===== config.mk =====
export PLATFORM = sky130hd
export DESIGN_NAME = fseq_top
export DESIGN_NICKNAME = d
export VERILOG_FILES = /design/src/rtl/fseq_pkg.sv /design/src/rtl/fseq_predecode.sv /design/src/rtl/fseq_pipe.sv /design/src/rtl/fseq_pc.sv /design/src/rtl/fseq_top.sv
export SDC_FILE = /design/constraint.sdc
export NUM_CORES = 1
export LEC_CHECK = 0
export ABC_AREA = 1
export ABC_CLOCK_PERIOD_IN_PS = 5900
export BUFFER_PORTS_ARGS = -buffer_cell sky130_fd_sc_hd__buf_2
export CAP_MARGIN = 25
export CORE_MARGIN = 1.5
export CORE_UTILIZATION = 55
export CTS_CLUSTER_SIZE = 40
export DETAILED_ROUTE_END_ITERATION = 12
export PLACE_DENSITY = 0.77
export SLEW_MARGIN = 30
export SYNTH_ARGS = -nofsm -noshare
export SYNTH_HDL_FRONTEND = slang
export SYNTH_HIERARCHICAL = 1
export SYNTH_SLANG_ARGS = --single-unit

===== constraint.sdc =====
create_clock -name clk -period 5.9 [get_ports clk]
set_clock_uncertainty 0.2 [all_clocks]
set_input_delay 1.77 -clock clk [delete_from_list [all_inputs] [get_ports clk]]
set_output_delay 1.77 -clock clk [all_outputs]
set_load 0.01 [all_outputs]

===== src/rtl/fseq_pkg.sv =====
package fseq_pkg;

  localparam int unsigned INSTR_W  = 32;
  localparam int unsigned OPC_W    = 6;
  localparam int unsigned JFIELD_W = 26;
  localparam int unsigned OFF_W    = 16;

  localparam logic [OPC_W-1:0] OPC_JMP_A = 6'h02;
  localparam logic [OPC_W-1:0] OPC_JMP_B = 6'h03;
  localparam logic [OPC_W-1:0] OPC_BR_LO = 6'h04;
  localparam logic [OPC_W-1:0] OPC_BR_HI = 6'h07;

  typedef enum logic [1:0] {
    CF_SEQ    = 2'd0,
    CF_JUMP   = 2'd1,
    CF_BRANCH = 2'd2
  } cf_kind_e;

  function automatic cf_kind_e classify(input logic [INSTR_W-1:0] word);
    logic [OPC_W-1:0] opc;
    opc = word[INSTR_W-1 -: OPC_W];
    if (opc == OPC_JMP_A || opc == OPC_JMP_B)
      return CF_JUMP;
    else if (opc >= OPC_BR_LO && opc <= OPC_BR_HI)
      return CF_BRANCH;
    else
      return CF_SEQ;
  endfunction

endpackage


===== src/rtl/fseq_predecode.sv =====
module fseq_predecode
  import fseq_pkg::*;
#(
  parameter int unsigned AW = 30
) (
  input  logic                dec_valid,
  input  logic [INSTR_W-1:0]  dec_instr,
  input  logic [AW-1:0]       dec_pc,
  output logic                is_jump,
  output logic                is_branch,
  output logic [AW-1:0]       jump_tgt,
  output logic [AW-1:0]       branch_tgt
);

  cf_kind_e      kind;
  logic [AW-1:0] slot_pc;
  logic [AW-1:0] off_ext;

  always_comb begin
    kind      = classify(dec_instr);
    is_jump   = dec_valid && (kind == CF_JUMP);
    is_branch = dec_valid && (kind == CF_BRANCH);
  end

  assign slot_pc    = dec_pc + AW'(1);
  assign off_ext    = AW'($signed(dec_instr[OFF_W-1:0]));
  assign branch_tgt = slot_pc + off_ext;

  generate
    if (AW > JFIELD_W) begin : g_wide
      assign jump_tgt = {slot_pc[AW-1:JFIELD_W], dec_instr[JFIELD_W-1:0]};
    end else begin : g_narrow
      assign jump_tgt = dec_instr[AW-1:0];
    end
  endgenerate

endmodule


===== src/rtl/fseq_pipe.sv =====
module fseq_pipe
  import fseq_pkg::*;
#(
  parameter int unsigned AW = 30
) (
  input  logic                clk,
  input  logic                rst_n,
  input  logic                advance,
  input  logic [AW-1:0]       fetch_addr,
  input  logic [INSTR_W-1:0]  fetch_word,
  input  logic                dec_is_branch,
  input  logic [AW-1:0]       dec_br_tgt,
  output logic                dec_valid_o,
  output logic [INSTR_W-1:0]  dec_instr_o,
  output logic [AW-1:0]       dec_pc_o,
  output logic                ex_br_valid_o,
  output logic [AW-1:0]       ex_br_tgt_o
);

  always_ff @(posedge clk) begin
    if (!rst_n) begin
      dec_valid_o   <= 1'b0;
      dec_instr_o   <= '0;
      dec_pc_o      <= '0;
      ex_br_valid_o <= 1'b0;
      ex_br_tgt_o   <= '0;
    end else if (advance) begin
      dec_valid_o   <= 1'b1;
      dec_instr_o   <= fetch_word;
      dec_pc_o      <= fetch_addr;
      ex_br_valid_o <= dec_is_branch;
      ex_br_tgt_o   <= dec_br_tgt;
    end
  end

endmodule


===== src/rtl/fseq_pc.sv =====
module fseq_pc #(
  parameter int unsigned AW = 30
) (
  input  logic          clk,
  input  logic          rst_n,
  input  logic          advance,
  input  logic          take_jump,
  input  logic [AW-1:0] jump_tgt,
  input  logic          redirect,
  input  logic [AW-1:0] redirect_tgt,
  output logic [AW-1:0] fetch_addr
);

  logic [AW-1:0] pc_q;
  logic [AW-1:0] pc_d;

  always_comb begin
    fetch_addr = redirect ? redirect_tgt : pc_q;
    pc_d       = take_jump ? jump_tgt : (fetch_addr + AW'(1));
  end

  always_ff @(posedge clk) begin
    if (!rst_n)
      pc_q <= '0;
    else if (advance)
      pc_q <= pc_d;
  end

endmodule


===== src/rtl/fseq_top.sv =====
module fseq_top
  import fseq_pkg::*;
#(
  parameter int unsigned AW = 30
) (
  input  logic                clk,
  input  logic                rst_n,
  input  logic                stall,
  input  logic [INSTR_W-1:0]  imem_data,
  input  logic                ex_taken,
  output logic [AW-1:0]       fetch_addr,
  output logic                dec_valid,
  output logic [INSTR_W-1:0]  dec_instr,
  output logic [AW-1:0]       dec_pc
);

  logic          advance;
  logic          is_jump;
  logic          is_branch;
  logic [AW-1:0] jump_tgt;
  logic [AW-1:0] branch_tgt;
  logic          ex_br_valid;
  logic [AW-1:0] ex_br_tgt;
  logic          redirect;

  assign advance  = !stall;
  assign redirect = ex_br_valid && ex_taken;

  fseq_predecode #(.AW(AW)) u_predecode (
    .dec_valid  (dec_valid),
    .dec_instr  (dec_instr),
    .dec_pc     (dec_pc),
    .is_jump    (is_jump),
    .is_branch  (is_branch),
    .jump_tgt   (jump_tgt),
    .branch_tgt (branch_tgt)
  );

  fseq_pipe #(.AW(AW)) u_pipe (
    .clk           (clk),
    .rst_n         (rst_n),
    .advance       (advance),
    .fetch_addr    (fetch_addr),
    .fetch_word    (imem_data),
    .dec_is_branch (is_branch),
    .dec_br_tgt    (branch_tgt),
    .dec_valid_o   (dec_valid),
    .dec_instr_o   (dec_instr),
    .dec_pc_o      (dec_pc),
    .ex_br_valid_o (ex_br_valid),
    .ex_br_tgt_o   (ex_br_tgt)
  );

  fseq_pc #(.AW(AW)) u_pc (
    .clk          (clk),
    .rst_n        (rst_n),
    .advance      (advance),
    .take_jump    (is_jump),
    .jump_tgt     (jump_tgt),
    .redirect     (redirect),
    .redirect_tgt (ex_br_tgt),
    .fetch_addr   (fetch_addr)
  );

endmodule


==> impl_metrics.ini <==
[run_status]
status = complete, no violations

[clock_network]
ctsHoldBuffers = 0
clock-sinks = 124
postCtsSetupBuffers = 0
cts-root-buf = clkbuf_16
cts_resized = 0
clk_pin_slew_ns = 0.07
numCtsBuffers = 17
cts_tree = yes
clk-insertion-delay-late_ns = 0.43
h-tree-depth = 4
cts_max_path_buffers = 2

[layout]
drive_above_1_share_pct = 14.5
area_delta_synth_final_pct = 10.8
layout_commonest_cell = nand2_1
antennaDiodeCount = 0
finalNetCount = 1764
layout_common_cells = nand2_1, nor2_1, inv_1
utilization_pct = 61.8
design_area_sq_mm = 0.0106
nFillCells = 1691

[critical_path]
crit_path_cell_trace = buf_2, nand2_1, inv_1, inv_2, nand2_1, nand2_1, buf_2
cp_top_family = buffers and inverters
cp-end-kind = primary output
crit_top_cell = nand2_1
slowest_delay_ns = 0.44
path_max_fanout = 29
critPathKind = input port to primary output
cp.required_ns = 3.93
crit_buf_inv = 4
worst_setup_path_start_kind = input port
critPathSlowestCell = inv_2
arrival_ns = 2.97

[timing]
grt_setup_unrepaired = no
finalSetupViolCount = 0
max_freq_mhz = 202
max_slew_margin_pct = 35.7
timing.hold.ws_ns = 0.266
tightest_slew_ns = 0.963
fin_crit_ns = 4.94
finalHoldViolCount = 0
drv_slew = 0
period_share_pct = 83.8
finalSetupTns_ns = 0

[floorplanning]
core_sq_mm = 0.0171
ioPinCount = 129
initial_utilization_pct = 55.8
die_width_um = 135
die_h_um = 135
design.die.area_sq_mm = 0.0182
row_count = 48

[yosys]
synth_edf_count = 0
synthAdderAreaFrac_pct = 5.18
synth_nets = 1689
synthMuxAreaShare_pct = 0
synth_xor_area_share_pct = 4.31
synth_top_family_by_area = simple AND/OR/NAND/NOR gates
avgSynthCellArea_sq_um = 5.92
synth-async-reset-ratio_pct = 0
ys_seq_area_share_pct = 26.0
synth_area_sq_mm = 0.00956
synthSimpleGateAreaFrac_pct = 45.6
synth_cells = 1614
yosysWarnings = 6
synth_compound_area_share_pct = 6.00
ys_ff_latch = 124
synth_cell_type_count = 40
synthFlopType = dfxtp_1

[route]
vias = 9892
via_per_inst = 5.13
drc = 0
drtAntennaViolNets = 0
dr.first_iter.drc_count = 971
dr.pass1.iters = 5
post_drt_wl_per_cell_um = 14.6
wirelength_um = 28200

[placed_design]
dpl_cell_area_sq_mm = 0.0100
gp_congestion = 0.971
dp_hpwl_um = 21000
port_buffers = 128

[pwr]
combinationalPowerShare_pct = 18.3
p_switching_mw = 0.821
finalPower_mw = 2.44
switching_share_pct = 33.7
seqPwrFrac_pct = 39.1
ir_worst_vdd_mv = 0.187
internal-power_mw = 1.62
power.leakage_nw = 5.65
power.density_mw_per_mm2 = 231
power.share.clock_pct = 42.6

[global_routing]
grt_overflow = 0
grt_max_degree = 115
track_usage_pct = 30.8
grt_pass1_wl_um = 44200
grt_pass1_vias = 8527
antenna_found_initial = 0

[min_path]
min_path_type = flop to flop

[flow_run]
maxCapViolations = 0
-- synthesized netlist by cell type (10+ instances only) --
master / number / area share, %
o21ai_0: 19 / 1.0
buf_6: 11 / 1.3
nor2_1: 317 / 12
xor2_1: 32 / 2.9
a21oi_1: 64 / 3.4
nand2_1: 555 / 22
nor2_4: 10 / 1.2
nand3_1: 50 / 2.6
clkbuf_1: 17 / 0.67
buf_2: 11 / 0.58
dfxtp_1: 124 / 26
xnor2_1: 15 / 1.4
inv_1: 184 / 7.2
nand2_2: 42 / 2.7
buf_4: 38 / 3.0
nand3b_1: 13 / 1.0
ha_1: 38 / 5.0
nand4_1: 11 / 0.72
-- registers in the layout (all words and copies together), names as in the netlist --
signal                flops
u_pipe/dec_instr_o       32
u_pc/pc_q                30
u_pipe/dec_pc_o          30
u_pipe/ex_br_tgt_o       30
u_pipe/dec_valid_o        1
u_pipe/ex_br_valid_o      1
-- area by class of cell --
cell class / instances / area (sq um) / area share (%)
multi-input combinational: 1224 / 5830 / 55.1
sequential: 124 / 2480 / 23.5
inverter: 189 / 717 / 6.77
timing repair buffer: 133 / 681 / 6.43
clock buffer: 17 / 425 / 4.02
tap: 225 / 282 / 2.66
clock inverter: 15 / 164 / 1.55
-- cells by family after synthesis --
| logic type | after synthesis |
|---|---|
| xor+xnor | 47 |
| buf+inv | 266 |
| flops | 124 |
| compound gates | 105 |
| simple gates | 1033 |
| fa+ha+maj | 39 |
-- per-layer routing --
layer,routed length (um),share of wire [%],GRT usage [%],up-vias
met4,682,2.4,10.2,0
met2,12900,46,49.9,361
met1,12500,45,41.4,4451
li1,-,-,-,5035
met5,0,0,0,-
met3,2060,7.3,5.52,45
-- path summary, 6_finish.rpt --
check                         start                endpoint  slack (ns)  cells after the start
min          u_pipe/dec_instr_o[26]  u_pipe/dec_instr_o[26]        0.27                      2
max                        ex_taken          fetch_addr[13]        0.96                      7
min reg2reg  u_pipe/dec_instr_o[26]  u_pipe/dec_instr_o[26]        0.27                      2
max reg2reg      u_pipe/dec_pc_o[0]  u_pipe/ex_br_tgt_o[29]        1.90                     23
-- power by group through the flow --
stage          clock, mW  sequential, mW  combinational, mW
6_report            1.04           0.954              0.446
3_5_place_dp           0           0.971              0.438
5_1_grt             1.09           0.959              0.503
2_1_floorplan          0           0.962              0.325
4_1_cts             1.05           0.953              0.443
3_3_place_gp           0           0.971              0.431
-- per-stage QoR --
step           cells  setup slack, ns
3_3_place_gp    1895             1.00
6_report        1927            0.958
3_5_place_dp    1895            0.979
2_1_floorplan   1614             1.28
4_1_cts         1927            0.975
5_1_grt         1927            0.809
-- worst min-delay path, stage by stage, from the launching register on --
cell	delay, ns
dfxtp_1	0.31
nor2_1	0.08
nor2_1	0.05
No activity file was read; power rests on OpenSTA's default activity.
